$ cat src/rtl/fss_pkg.sv
package fss_pkg;

   typedef enum logic [1:0] {
      SEQ_IDLE   = 2'd0,
      SEQ_SERVO  = 2'd1,
      SEQ_SEARCH = 2'd2,
      SEQ_LOCKED = 2'd3
   } seq_state_t;

   typedef enum logic [1:0] {
      LEG_STOP      = 2'd0,
      LEG_FALL_LOW  = 2'd1,
      LEG_RISE      = 2'd2,
      LEG_FALL_HOME = 2'd3
   } ramp_leg_t;

endpackage

$ cat src/rtl/fss_tick_gen.sv
module fss_tick_gen #(
   parameter int TICK_DIV = 32
) (
   input  logic clk,
   input  logic rst_n,
   input  logic clear,
   input  logic run,
   output logic tick
);

   if (TICK_DIV < 1) begin : g_bad_div
      $error("fss_tick_gen: TICK_DIV must be at least 1");
   end

   if (TICK_DIV == 1) begin : g_every_cycle
      assign tick = run;
   end else begin : g_divider
      localparam int CW = $clog2(TICK_DIV);
      localparam logic [CW-1:0] LAST = CW'(TICK_DIV - 1);
      logic [CW-1:0] cnt;

      always_ff @(posedge clk or negedge rst_n) begin
         if (!rst_n) begin
            cnt <= '0;
         end else if (clear || !run) begin
            cnt <= '0;
         end else if (cnt == LAST) begin
            cnt <= '0;
         end else begin
            cnt <= cnt + 1'b1;
         end
      end

      assign tick = run && (cnt == LAST);

      // two ticks are never back to back when the divider is active
      a_r2_tick_spacing: assert property (@(posedge clk) disable iff (!rst_n)
         tick |=> !tick);
   end

endmodule

$ cat src/rtl/fss_ramp_gen.sv
module fss_ramp_gen
   import fss_pkg::*;
#(
   parameter int CODE_W = 8
) (
   input  logic              clk,
   input  logic              rst_n,
   input  logic              start,
   input  logic              abort,
   input  logic              step,
   input  logic              pos_mode,
   output logic [CODE_W-1:0] code,
   output logic              sweep_done
);

   localparam logic [CODE_W-1:0] MID  = {1'b1, {(CODE_W-1){1'b0}}};
   localparam logic [CODE_W-1:0] TOP  = '1;
   localparam logic [CODE_W-1:0] ONE  = CODE_W'(1);

   ramp_leg_t leg;
   logic      pos_flag;

   always_comb begin
      sweep_done = step && (leg == LEG_FALL_HOME) && (code == MID + ONE);
   end

   always_ff @(posedge clk or negedge rst_n) begin
      if (!rst_n) begin
         code     <= MID;
         leg      <= LEG_STOP;
         pos_flag <= 1'b0;
      end else if (start) begin
         code     <= MID;
         pos_flag <= pos_mode;
         leg      <= pos_mode ? LEG_RISE : LEG_FALL_LOW;
      end else if (abort) begin
         code <= MID;
         leg  <= LEG_STOP;
      end else if (step) begin
         case (leg)
            LEG_FALL_LOW: begin
               code <= code - ONE;
               if (code == ONE) leg <= LEG_RISE;
            end
            LEG_RISE: begin
               code <= code + ONE;
               if (code == TOP - ONE) leg <= LEG_FALL_HOME;
            end
            LEG_FALL_HOME: begin
               code <= code - ONE;
               if (code == MID + ONE) leg <= LEG_STOP;
            end
            default: begin
               code <= code;
            end
         endcase
      end
   end

   // outside a reload the code moves by at most one step per cycle
   a_r2_unit_step: assert property (@(posedge clk) disable iff (!rst_n)
      (!$past(start) && !$past(abort)) |->
         ((code == $past(code)) || (code == $past(code) + ONE) ||
          (code == $past(code) - ONE)));

   // a positive-only sweep stays at or above midscale
   a_r4_pos_floor: assert property (@(posedge clk) disable iff (!rst_n)
      (pos_flag && (leg != LEG_STOP)) |-> (code >= MID));

endmodule

$ cat src/rtl/fss_zc_detect.sv
module fss_zc_detect (
   input  logic clk,
   input  logic rst_n,
   input  logic clear,
   input  logic enable,
   input  logic above,
   input  logic at_ref,
   output logic armed,
   output logic hit
);

   always_ff @(posedge clk or negedge rst_n) begin
      if (!rst_n) begin
         armed <= 1'b0;
      end else if (clear) begin
         armed <= 1'b0;
      end else if (enable && above) begin
         armed <= 1'b1;
      end
   end

   assign hit = enable && armed && at_ref;

endmodule

$ cat src/rtl/focus_search_seq.sv
module focus_search_seq
   import fss_pkg::*;
#(
   parameter int CODE_W   = 8,
   parameter int TICK_DIV = 32
) (
   input  logic              clk,
   input  logic              rst_n,
   input  logic              search_cmd,
   input  logic              servo_on_cmd,
   input  logic              servo_off_cmd,
   input  logic              pos_only,
   input  logic              cmp_above,
   input  logic              cmp_at_ref,
   output logic [CODE_W-1:0] ramp_code,
   output logic              loop_mute,
   output logic              focus_lock,
   output logic              search_timeout
);

   localparam logic [CODE_W-1:0] MID = {1'b1, {(CODE_W-1){1'b0}}};

   if (CODE_W < 2) begin : g_bad_width
      $error("focus_search_seq: CODE_W must be at least 2");
   end

   seq_state_t state, state_nx;
   logic       start_go;
   logic       abort_go;
   logic       searching;
   logic       tick;
   logic       zc_armed;
   logic       zc_hit;
   logic       sweep_done;
   logic       timeout_q;

   assign abort_go  = servo_off_cmd;
   assign start_go  = search_cmd && !servo_off_cmd;
   assign searching = (state == SEQ_SEARCH);

   fss_tick_gen #(
      .TICK_DIV (TICK_DIV)
   ) u_tick (
      .clk   (clk),
      .rst_n (rst_n),
      .clear (start_go),
      .run   (searching),
      .tick  (tick)
   );

   fss_ramp_gen #(
      .CODE_W (CODE_W)
   ) u_ramp (
      .clk        (clk),
      .rst_n      (rst_n),
      .start      (start_go),
      .abort      (abort_go),
      .step       (tick && !zc_hit),
      .pos_mode   (pos_only),
      .code       (ramp_code),
      .sweep_done (sweep_done)
   );

   fss_zc_detect u_zc (
      .clk    (clk),
      .rst_n  (rst_n),
      .clear  (start_go),
      .enable (searching),
      .above  (cmp_above),
      .at_ref (cmp_at_ref),
      .armed  (zc_armed),
      .hit    (zc_hit)
   );

   always_comb begin
      state_nx = state;
      if (abort_go) begin
         state_nx = SEQ_IDLE;
      end else if (start_go) begin
         state_nx = SEQ_SEARCH;
      end else begin
         case (state)
            SEQ_IDLE:   if (servo_on_cmd) state_nx = SEQ_SERVO;
            SEQ_SEARCH: begin
               if (zc_hit)          state_nx = SEQ_LOCKED;
               else if (sweep_done) state_nx = SEQ_IDLE;
            end
            default:    state_nx = state;
         endcase
      end
   end

   always_ff @(posedge clk or negedge rst_n) begin
      if (!rst_n) begin
         state     <= SEQ_IDLE;
         timeout_q <= 1'b0;
      end else begin
         state <= state_nx;
         if (start_go) begin
            timeout_q <= 1'b0;
         end else if (searching && !abort_go && sweep_done && !zc_hit) begin
            timeout_q <= 1'b1;
         end
      end
   end

   assign loop_mute      = (state == SEQ_IDLE) || (state == SEQ_SEARCH);
   assign focus_lock     = (state == SEQ_LOCKED);
   assign search_timeout = timeout_q;

   // a lock edge needs an armed detector and the return comparator
   a_r6_lock_after_arm: assert property (@(posedge clk) disable iff (!rst_n)
      $rose(focus_lock) |-> ($past(zc_armed) && $past(cmp_at_ref)));

   // a held lock freezes the drive code
   a_r6_code_frozen: assert property (@(posedge clk) disable iff (!rst_n)
      (focus_lock && $past(focus_lock)) |-> $stable(ramp_code));

   // a timeout leaves the code home and the loop muted
   a_r7_timeout_home: assert property (@(posedge clk) disable iff (!rst_n)
      $rose(search_timeout) |-> ((ramp_code == MID) && loop_mute && !focus_lock));

   // servo off always mutes, unlocks and homes the code
   a_r9_off_mutes: assert property (@(posedge clk) disable iff (!rst_n)
      $past(servo_off_cmd) |-> (loop_mute && !focus_lock && (ramp_code == MID)));

   // a search start keeps the loop muted whatever servo-on does
   a_r8_search_muted: assert property (@(posedge clk) disable iff (!rst_n)
      ($past(search_cmd) && !$past(servo_off_cmd)) |-> (loop_mute && !focus_lock));

endmodule

$ cat config.mk
export PLATFORM = sky130hd
export DESIGN_NAME = focus_search_seq
export DESIGN_NICKNAME = d
export VERILOG_FILES = /design/src/rtl/fss_pkg.sv /design/src/rtl/fss_tick_gen.sv /design/src/rtl/fss_ramp_gen.sv /design/src/rtl/fss_zc_detect.sv /design/src/rtl/focus_search_seq.sv
export SDC_FILE = /design/constraint.sdc
export NUM_CORES = 1
export LEC_CHECK = 0
export CAP_MARGIN = 30
export CORE_UTILIZATION = 50
export DETAILED_ROUTE_END_ITERATION = 16
export PLACE_DENSITY = 0.75
export SKIP_CTS_REPAIR_TIMING = 1
export SYNTH_ARGS = -nofsm -noshare
export SYNTH_HDL_FRONTEND = slang
export SYNTH_SLANG_ARGS = --single-unit
$ cat constraint.sdc
create_clock -name clk -period 5.2 [get_ports clk]
set_clock_uncertainty 0.2 [all_clocks]
set_input_delay 0.52 -clock clk [delete_from_list [all_inputs] [get_ports clk]]
set_output_delay 0.52 -clock clk [all_outputs]
set_load 0.05 [all_outputs]
## After elaboration in Yosys (flattened, before gate mapping)

Cells that the tools add are included.

| operators by class | value |
|---|---|
| add/subtract/negate cells | 3 |
| $mul | 0 |
| divide/modulo/power cells | 0 |
| magnitude comparators | 0 |
| equality and inequality tests | 14 |
| shifts and indexed selects | 0 |
| muxes and demuxes | 24 |
| bitwise logic cells | 0 |
| reductions and logical operators | 27 |

Operators with widths:

| cell | count |
|---|---|
| $mux W2 | 12 |
| $mux W8 | 3 |
| $eq A8 B8 Y1 const B | 2 |
| $pmux W8 S2 | 1 |
| $ne A4 B3 Y1 const B | 3 |
| $logic_and A1 B1 Y1 | 11 |
| $mux W5 | 2 |
| $add A8 B1 Y8 const B | 1 |
| $eq A2 B2 Y1 const B | 4 |
| $eq A8 B1 Y1 const B | 1 |
| $reduce_bool A4 Y1 | 2 |
| $sub A8 B1 Y8 const B | 1 |
| $pmux W2 S3 | 1 |
| $add A5 B1 Y5 const B | 1 |
| $eq A5 B5 Y1 const B | 1 |
| $ne A5 B2 Y1 const B | 1 |
| $reduce_and A5 Y1 | 1 |
| $reduce_bool A5 Y1 | 1 |
| $mux W1 | 4 |
| $ne A4 B4 Y1 const B | 1 |
| $pmux W2 S2 | 1 |
| $reduce_bool A2 Y1 | 2 |
| $logic_not A1 Y1 | 3 |
| $reduce_and A3 Y1 | 1 |
| other kinds (6) | 7 |

| word-level totals | value |
|---|---|
| register bits after elaboration | 19 |
| bits in latches | 0 |
| memory bits (writable) | 0 |
| bits in read-only memories | 0 |
| input bits | 8 |
| output and inout bits | 11 |
| logic and storage cells | 74 |
| memories | 0 |

## Logic depth before layout (Yosys ltp)

Gate-level depths: netlist of the first run.

| logic depth | value |
|---|---|
| word-level depth | 12 |
| mapped depth | 8 |
| gate-level depth less buffers | 8 |

## By module

From an unflattened synthesis of the first run, not the netlist that was laid out.

| second synthesis, totals | value |
|---|---|
| cell total of the unflattened synthesis | 123 |
| area total of the unflattened synthesis | 1226.2 um^2 |

Modules (own cells, without submodules):

| module | instances | cells each | area an instance (um^2) | seq. area each (um^2) |
|---|---|---|---|---|
| fss_ramp_gen | 1 | 81 | 764.5 | 251.5 |
| fss_tick_gen | 1 | 22 | 250.2 | 125.1 |
| focus_search_seq | 1 | 16 | 171.4 | 75.1 |
| fss_zc_detect | 1 | 4 | 40.0 | 25.0 |

## Worst setup path after synthesis of the first run

No wires, ideal clock.

| timing | value |
|---|---|
| path kind | flip-flop to flip-flop |
| start point | register u_ramp.code[0] |
| end point | register u_ramp.leg[1] |
| library setup time | 0.125 ns |
| arrival time | 1.926 ns |
| data required time | 4.875 ns |
| slack | 2.949 ns |
| stages on the path, launching flop included | 8 |
| path buffers | 0 |
| period minus slack after synthesis | 2.251 ns |
| cell sequence | dfrtp_1 -> inv_1 -> ha_1 -> nand4_1 -> o21ai_0 -> a41oi_1 -> a31oi_1 -> mux2_2 |

| between the ends | value |
|---|---|
| word-level cells in the longest chain between the ends | 3 |
| elaborated cells on any way between the ends | 7 |
| those cells by class | 6 x eq/ne; 1 x reduce/logical |

Ends and longest elaborated chain:

| item | RTL line | RTL |
|---|---|---|
| start, declared | fss_ramp_gen.sv:12 | `output logic [CODE_W-1:0] code,` |
| start signal, assigned | fss_ramp_gen.sv:42 | `code <= code - ONE;` |
| start signal, assigned | fss_ramp_gen.sv:46 | `code <= code + ONE;` |
| start signal, assigned | fss_ramp_gen.sv:50 | `code <= code - ONE;` |
| $eq A8 B8 Y1 (tied with other cells) | fss_ramp_gen.sv:51 | `if (code == MID + ONE) leg <= LEG_STOP;` |
| $ne A4 B4 Y1 (no line) or $ne A4 B3 Y1 (tied branches) | -- |  |
| $reduce_and A5 Y1 (no line) (*) | -- |  |
| end signal, assigned | fss_ramp_gen.sv:35 | `leg <= pos_mode ? LEG_RISE : LEG_FALL_LOW;` |
| end, declared | fss_ramp_gen.sv:20 | `ramp_leg_t leg;` |

Every way passes the cells marked *; elsewhere a longest branch is shown, timed or not.
A chain may end at the register's enable or synchronous reset.

## Worst setup path in the final report of the first run

| timing | value |
|---|---|
| start point | register u_tick.g_divider.cnt[0] |
| end point | register u_ramp.leg[1] |

| between the ends | value |
|---|---|
| word-level cells in the longest chain between the ends | 5 |

Ends and longest elaborated chain:

| item | RTL line | RTL |
|---|---|---|
| start, declared | fss_tick_gen.sv:20 | `logic [CW-1:0] cnt;` |
| start signal, assigned | fss_tick_gen.sv:30 | `cnt <= cnt + 1'b1;` |
| $eq A5 B5 Y1 | fss_tick_gen.sv:34 | `assign tick = run && (cnt == LAST);` |
| $logic_and A1 B1 Y1 | fss_tick_gen.sv:34 |  |
| $logic_and A1 B1 Y1 | focus_search_seq.sv:58 | `.step (tick && !zc_hit),` |
| $reduce_bool A3 Y1 (no line) | -- |  |
| $reduce_and A5 Y1 (no line) | -- |  |

No other way between the ends.

==> results of run 1 <==
## cell usage after synthesis
master | n | share of area [%]
ha_1 | 10 | 10
a31oi_1 | 3 | 1.6
o211ai_1 | 2 | 1.2
nand2b_1 | 2 | 1.0
o21ai_0 | 4 | 1.7
nor4b_1 | 1 | 0.73
nand3b_1 | 1 | 0.63
o21ba_2 | 1 | 0.83
nand2_1 | 10 | 3.1
a211oi_2 | 1 | 1.0
nor4_1 | 1 | 0.52
or3_1 | 2 | 1.0
a21oi_1 | 11 | 4.6
buf_6 | 1 | 0.94
or2_1 | 1 | 0.52
xor2_1 | 1 | 0.73
nor2b_1 | 2 | 1.0
and3_1 | 3 | 1.6
a41oi_1 | 1 | 0.73
o21a_1 | 1 | 0.63
dfrtp_1 | 18 | 37
mux2i_1 | 1 | 0.83
and2_1 | 1 | 0.52
nand3_1 | 3 | 1.2
nand4_1 | 6 | 3.1
nor3b_1 | 2 | 1.2
a21boi_0 | 1 | 0.63
a211oi_1 | 1 | 0.63
nor2_1 | 18 | 5.6
nor3_1 | 2 | 0.83
xnor2_1 | 9 | 6.6
dfstp_2 | 1 | 2.2
mux2_2 | 1 | 0.94
inv_1 | 9 | 2.8
buf_2 | 1 | 0.42
clkbuf_1 | 1 | 0.31
## critical path, cell delays in order (launching register included)
cell	delay [ns]
dfrtp_1	0.38
ha_1	0.19
and3_1	0.16
ha_1	0.16
a21boi_0	0.43
a41oi_1	0.19
a31oi_1	0.27
mux2_2	0.36
## per-stage QoR
step	hold slack, ns	cells	power [uW]	util (%)
finish	0.268	181	286	63.8
global route	0.282	181	300	63.8
CTS	0.274	181	287	63.8
detailed placement	0.261	177	214	62.5
global placement	0.243	177	212	62.5
floorplan	0.0244	134	198	-
## power by group
group          internal, uW  leakage, uW  total, uW  switching [uW]
registers               153     0.000256        157            4.26
clock network          28.7    0.0000177       75.0            46.3
logic                  21.8     0.000321       54.1            32.3
total                   203     0.000595        286            82.9
## per-layer routing
layer	vias to the layer above	wire (um)	share of wire, %
met5	-	0	0
met4	0	48	1.9
li1	504	-	-
met2	41	1270	49
met3	9	129	5.0
met1	493	1140	44
## worst paths after layout
check,from,endpoint,cells after the start
max,u_tick.g_divider.cnt[0]$_DFF_PN0_,u_ramp.leg[1]$_DFFE_PN0P_,7
max reg2reg,u_tick.g_divider.cnt[0]$_DFF_PN0_,u_ramp.leg[1]$_DFFE_PN0P_,7
min in group asynchronous,rst_n,state[0]$_DFFE_PN0P_,1
min reg2reg,u_tick.g_divider.cnt[0]$_DFF_PN0_,u_tick.g_divider.cnt[0]$_DFF_PN0_,1
max in group asynchronous,rst_n,search_timeout$_DFFE_PN0P_,1
min,u_tick.g_divider.cnt[0]$_DFF_PN0_,u_tick.g_divider.cnt[0]$_DFF_PN0_,1
## sequential cells by signal (all words and copies together) (netlist names)
register              cells
u_tick.g_divider.cnt      5
u_ramp.leg                2
u_ramp.code               8
state                     2
u_zc.armed                1
search_timeout            1
## cell usage in the layout (no fill, tap or decap), types with 4 or more instances in the layout
cell / instances
dfrtp_1: 18
nor2_1: 18
ha_1: 10
nand2_1: 10
o21ai_0: 4
inv_1: 9
xnor2_1: 9
nand4_1: 6
a21oi_1: 11
clkdlybuf4s50_1: 18
## area by class of cell
type                            instances  area (um2)  share of cell area, %
Tap cell                               28        35.0                   2.46
Clock inverter                          1        5.00                  0.351
Sequential cell                        19         477                   33.5
Timing Repair Buffer                   18         180                   12.7
Clock buffer                            3        22.5                   1.58
Inverter                                9        33.8                   2.37
Multi-Input combinational cell        103         671                   47.1
## logic make-up after synthesis
kind of cell	after synthesis	synth area share (%)
xor+xnor	10	7.29
mux	2	1.77
flops	19	39.7
simple gates	55	22.8
fa+ha+maj	10	10.4
compound gates	26	13.5
buf+inv	12	4.48
==> metrics, run 1 <==
status finished clean; final instance area 1420 um2; Crit path arrival time 2.45 ns; synth unique cells 36; worst path required time 5.20 ns; Starting Density 53.8%; Most Crowded Layer GR met2; I/O pins 19; CP Capture Type flip-flop; final wirelength 2590 um; per-cell routed wire length 14.3 um; synthesis warning total 0; vias in the first global route 998; Final Max Slew Viols 0; Area growth syn-to-layout 18.5%; ANT cells 0; Reg clk slew, reported paths 0.11 ns; share of layout cells above drive strength 1 5.23%; gr ovfl total 0; worst-path fanout max 4; reg2reg setup slack 2.75 ns; final setup fails 0; Hold WC Path Type reg -> reg; CTS tree yes; fin crit share 47.1%; Syn Std Cell Area 1200 um2; Syn Nets 152; Worst-Skew Late Latency 0.30 ns; clk buf depth 2; # port buffers 18; Pleak 0.000595 uW; min cycle time layout 2.45 ns; first-pass GRT wire length 4240 um; # DRC 0; vias 1047; Place WS 2.67 ns; largest net degree at the start of global routing 20; Placed Area 1400 um2; Max Cap Viol 0; DR iter-0 viols 28; RSZ-0062 raised after global routing false; Clock Tree Root clkbuf_4; initial antenna violation count 0; P per Cell Area 201 nW/um2; Total GRT Usage 22.0%; Startpoint Class flip-flop; register bit total from synthesis 19; critical setup path kind reg -> reg; GP Congestion 0.894; CTS Buf Count 3; Hold Fails Final Rpt 0; num rows 17; post-synthesis sequential area ratio 39.7%; Vias/cell 5.78; Die ar. 2600 um2; FMAX 408 MHz; CTS sink count 19; Cells after Synth 134; placed wire-length estimate 1960 um; core area 2230 um2; antenna viol nets, final 0; post-route setup slack 2.75 ns; Die H 51.0 um; Max VDD drop 0.136 mV; H-Tree Depth 1; Worst Tran Pin Value 0.810 ns; Worst slew margin 45.8%; met2 usage 37.9%; drt first pass iters 4; met1 usage 26.6%; setup TNS 0 ns; Nets 172; fillers 196; Mapped Avg Cell Area 8.96 um2; Die X 51.0 um; met3 GRT Util 3.27%
(Power assumes the default switching activity.)
==> run 2: changes to the inputs <==
- CORE_UTILIZATION: 50 -> 47
- PLACE_DENSITY: 0.75 -> 0.74
- clock period: 5.2 -> 1.95 ns (I/O delays scaled with it)
==> run 2 against run 1 <==
Sequential share of layout area down 4.9 points. Utilization up 8.8 points. Combinational power rose to 3.8 times the previous value. Critical path type unchanged. Largest power group unchanged. Cell count up 12%. Critical endpoint unchanged. Count of clock-buffer cells in the layout unchanged. The flow now finishes with violations (negative hold slack, negative setup slack). Routed wire length up 25%.
==> metrics, run 2 (synthesis gave the netlist of run 1 again) <==
H-Tree Depth 1 (unchanged); fillers 186 (was 196); placed wire-length estimate 2270 um (was 1960 um); post-route setup slack -0.106 ns (was 2.75 ns); ANT cells 0 (unchanged); highest-count cells in the layout ignoring fill and taps buf_4 (31), nor2_1 (18), dfrtp_1 (14), nand2_1 (10), a21oi_1 (9) (was nor2_1 (18), clkdlybuf4s50_1 (18), dfrtp_1 (18), a21oi_1 (11)); DR iter-0 viols 50 (was 28); Worst Tran Pin Value 0.487 ns (was 0.810 ns); Worst slew margin 67.4% (was 45.8%); vias in the first global route 1095 (was 998); clk buf depth 2 (unchanged); CTS Buf Count 3 (unchanged); register name with the most flops u_ramp.code (unchanged); drt first pass iters 4 (unchanged); vias 1152 (was 1047); share of layout cells above drive strength 1 34.5% (was 5.23%); num rows 17 (unchanged); per-cell routed wire length 16.0 um (was 14.3 um); Worst R2R Path Depth 7 (unchanged); WHS -0.0161 ns (was 0.268 ns); critical setup path kind reg -> reg (unchanged); Hold WC Path Type in -> async (was reg -> reg); Reg clk slew, reported paths 0.13 ns (was 0.11 ns); Die ar. 2760 um2 (was 2600 um2); CP Capture Type flip-flop (unchanged); Vias/cell 5.70 (was 5.78); Max Cap Viol 0 (unchanged); core area 2320 um2 (was 2230 um2); min cycle time layout 2.06 ns (was 2.45 ns); Nets 193 (was 172); Final Max Slew Viols 0 (unchanged); final setup fails 9 (was 0); # DRC 0 (unchanged); violated checks negative hold slack, negative setup slack; Max VDD drop 0.559 mV (was 0.136 mV); worst-path fanout max 4 (unchanged); I/O pins 19 (unchanged); Total GRT Usage 24.2% (was 22.0%); Pleak 0.000708 uW (was 0.000595 uW); FMAX 486 MHz (was 408 MHz); RSZ-0062 raised after global routing true (was false); Startpoint Class flip-flop (unchanged); worst path required time 1.97 ns (was 5.20 ns); setup TNS -0.543 ns (was 0 ns); first-pass GRT wire length 4850 um (was 4240 um); Worst-Skew Late Latency 0.32 ns (was 0.30 ns); largest net degree at the start of global routing 20 (unchanged); fin crit share 105% (was 47.1%); Area growth syn-to-layout 40.1% (was 18.5%); CTS tree yes (unchanged); Hold Fails Final Rpt 7 (was 0); antenna viol nets, final 0 (unchanged); Clock Tree Root clkbuf_4 (unchanged); status finished with violations (was finished clean); Die X 52.6 um (was 51.0 um); commonest non-fill, non-tap cell in the layout buf_4; gr ovfl total 0 (unchanged); final wirelength 3240 um (was 2590 um); GP Congestion 0.869 (was 0.894); CP Launch Point u_tick.g_divider.cnt[0]$_DFF_PN0_ (unchanged); Crit path arrival time 2.08 ns (was 2.45 ns); P per Cell Area 506 nW/um2 (was 201 nW/um2); Starting Density 51.8% (was 53.8%); initial antenna violation count 0 (unchanged); Place WS -0.102 ns (was 2.67 ns); max reg flops 8 (unchanged); worst r2r src u_tick.g_divider.cnt[0]$_DFF_PN0_ (unchanged); Die H 52.6 um (was 51.0 um); # port buffers 18 (unchanged); CTS sink count 19 (unchanged); biggest regs u_ramp.code (8), u_tick.g_divider.cnt (5) (unchanged)
run 2: changes by cell type in the layout (fill, tap and decap cells not counted), sizes merged:
cell and change:
clkdlybuf4s50 -10, buf +31
run 2: worst max-delay path, cell delays in order (launching register included):
cell and delay [ns]:
dfrtp_1 0.38, ha_2 0.18, and3_4 0.19, ha_4 0.13, a21boi_4 0.22, a41oi_2 0.14, a31oi_2 0.22, mux2_4 0.32
run 2: worst paths after layout:
kind | endpoint | slack (ns)
setup / recovery | u_ramp.leg[1]$_DFFE_PN0P_ | -0.11
max in group asynchronous | u_ramp.code[7]$_DFFE_PN1P_ | 1.30
min in group clk | u_zc.armed$_DFFE_PN0P_ | 0.28
hold / removal | u_ramp.code[0]$_DFFE_PN0P_ | -0.02
setup reg to reg | u_ramp.leg[1]$_DFFE_PN0P_ | -0.11
hold reg to reg | search_timeout$_DFFE_PN0P_ | 0.32
run 2: power breakdown:
group,internal [uW],switching [uW]
combinational,93.5,112
clock,76.8,143
sequential,407,18.0
total,578,273
run 2: area by class of cell:
class	count	area, um2	area share, %
clock buffer	3	22.5	1.34
clock inverter	1	5.00	0.297
inverter	9	33.8	2.01
multi-input combinational	103	792	47.1
sequential	19	482	28.6
tap	28	35.0	2.08
timing repair buffer	39	313	18.6
run 2: layer usage:
metal  vias up  GRT usage [%]  part of all wire, %
li1        546              -                    -
met1       557           31.4                   44
met2        40           39.9                   50
met3         9           4.06                  4.7
met4         0           9.21                  1.8
met5         -              0                    0
run 2: per-stage QoR:
step	util (%)	hold WS [ns]	instances	total power (uW)	area [um2]
final	72.6	-0.0161	202	851	1680
after global routing	72.6	0.0144	202	892	1680
after CTS	67.8	-0.00405	201	825	1570
after detailed placement	66.6	0.299	197	607	1540
after global placement	66.6	0.288	197	602	1540
after floorplan	-	-0.301	134	532	1220
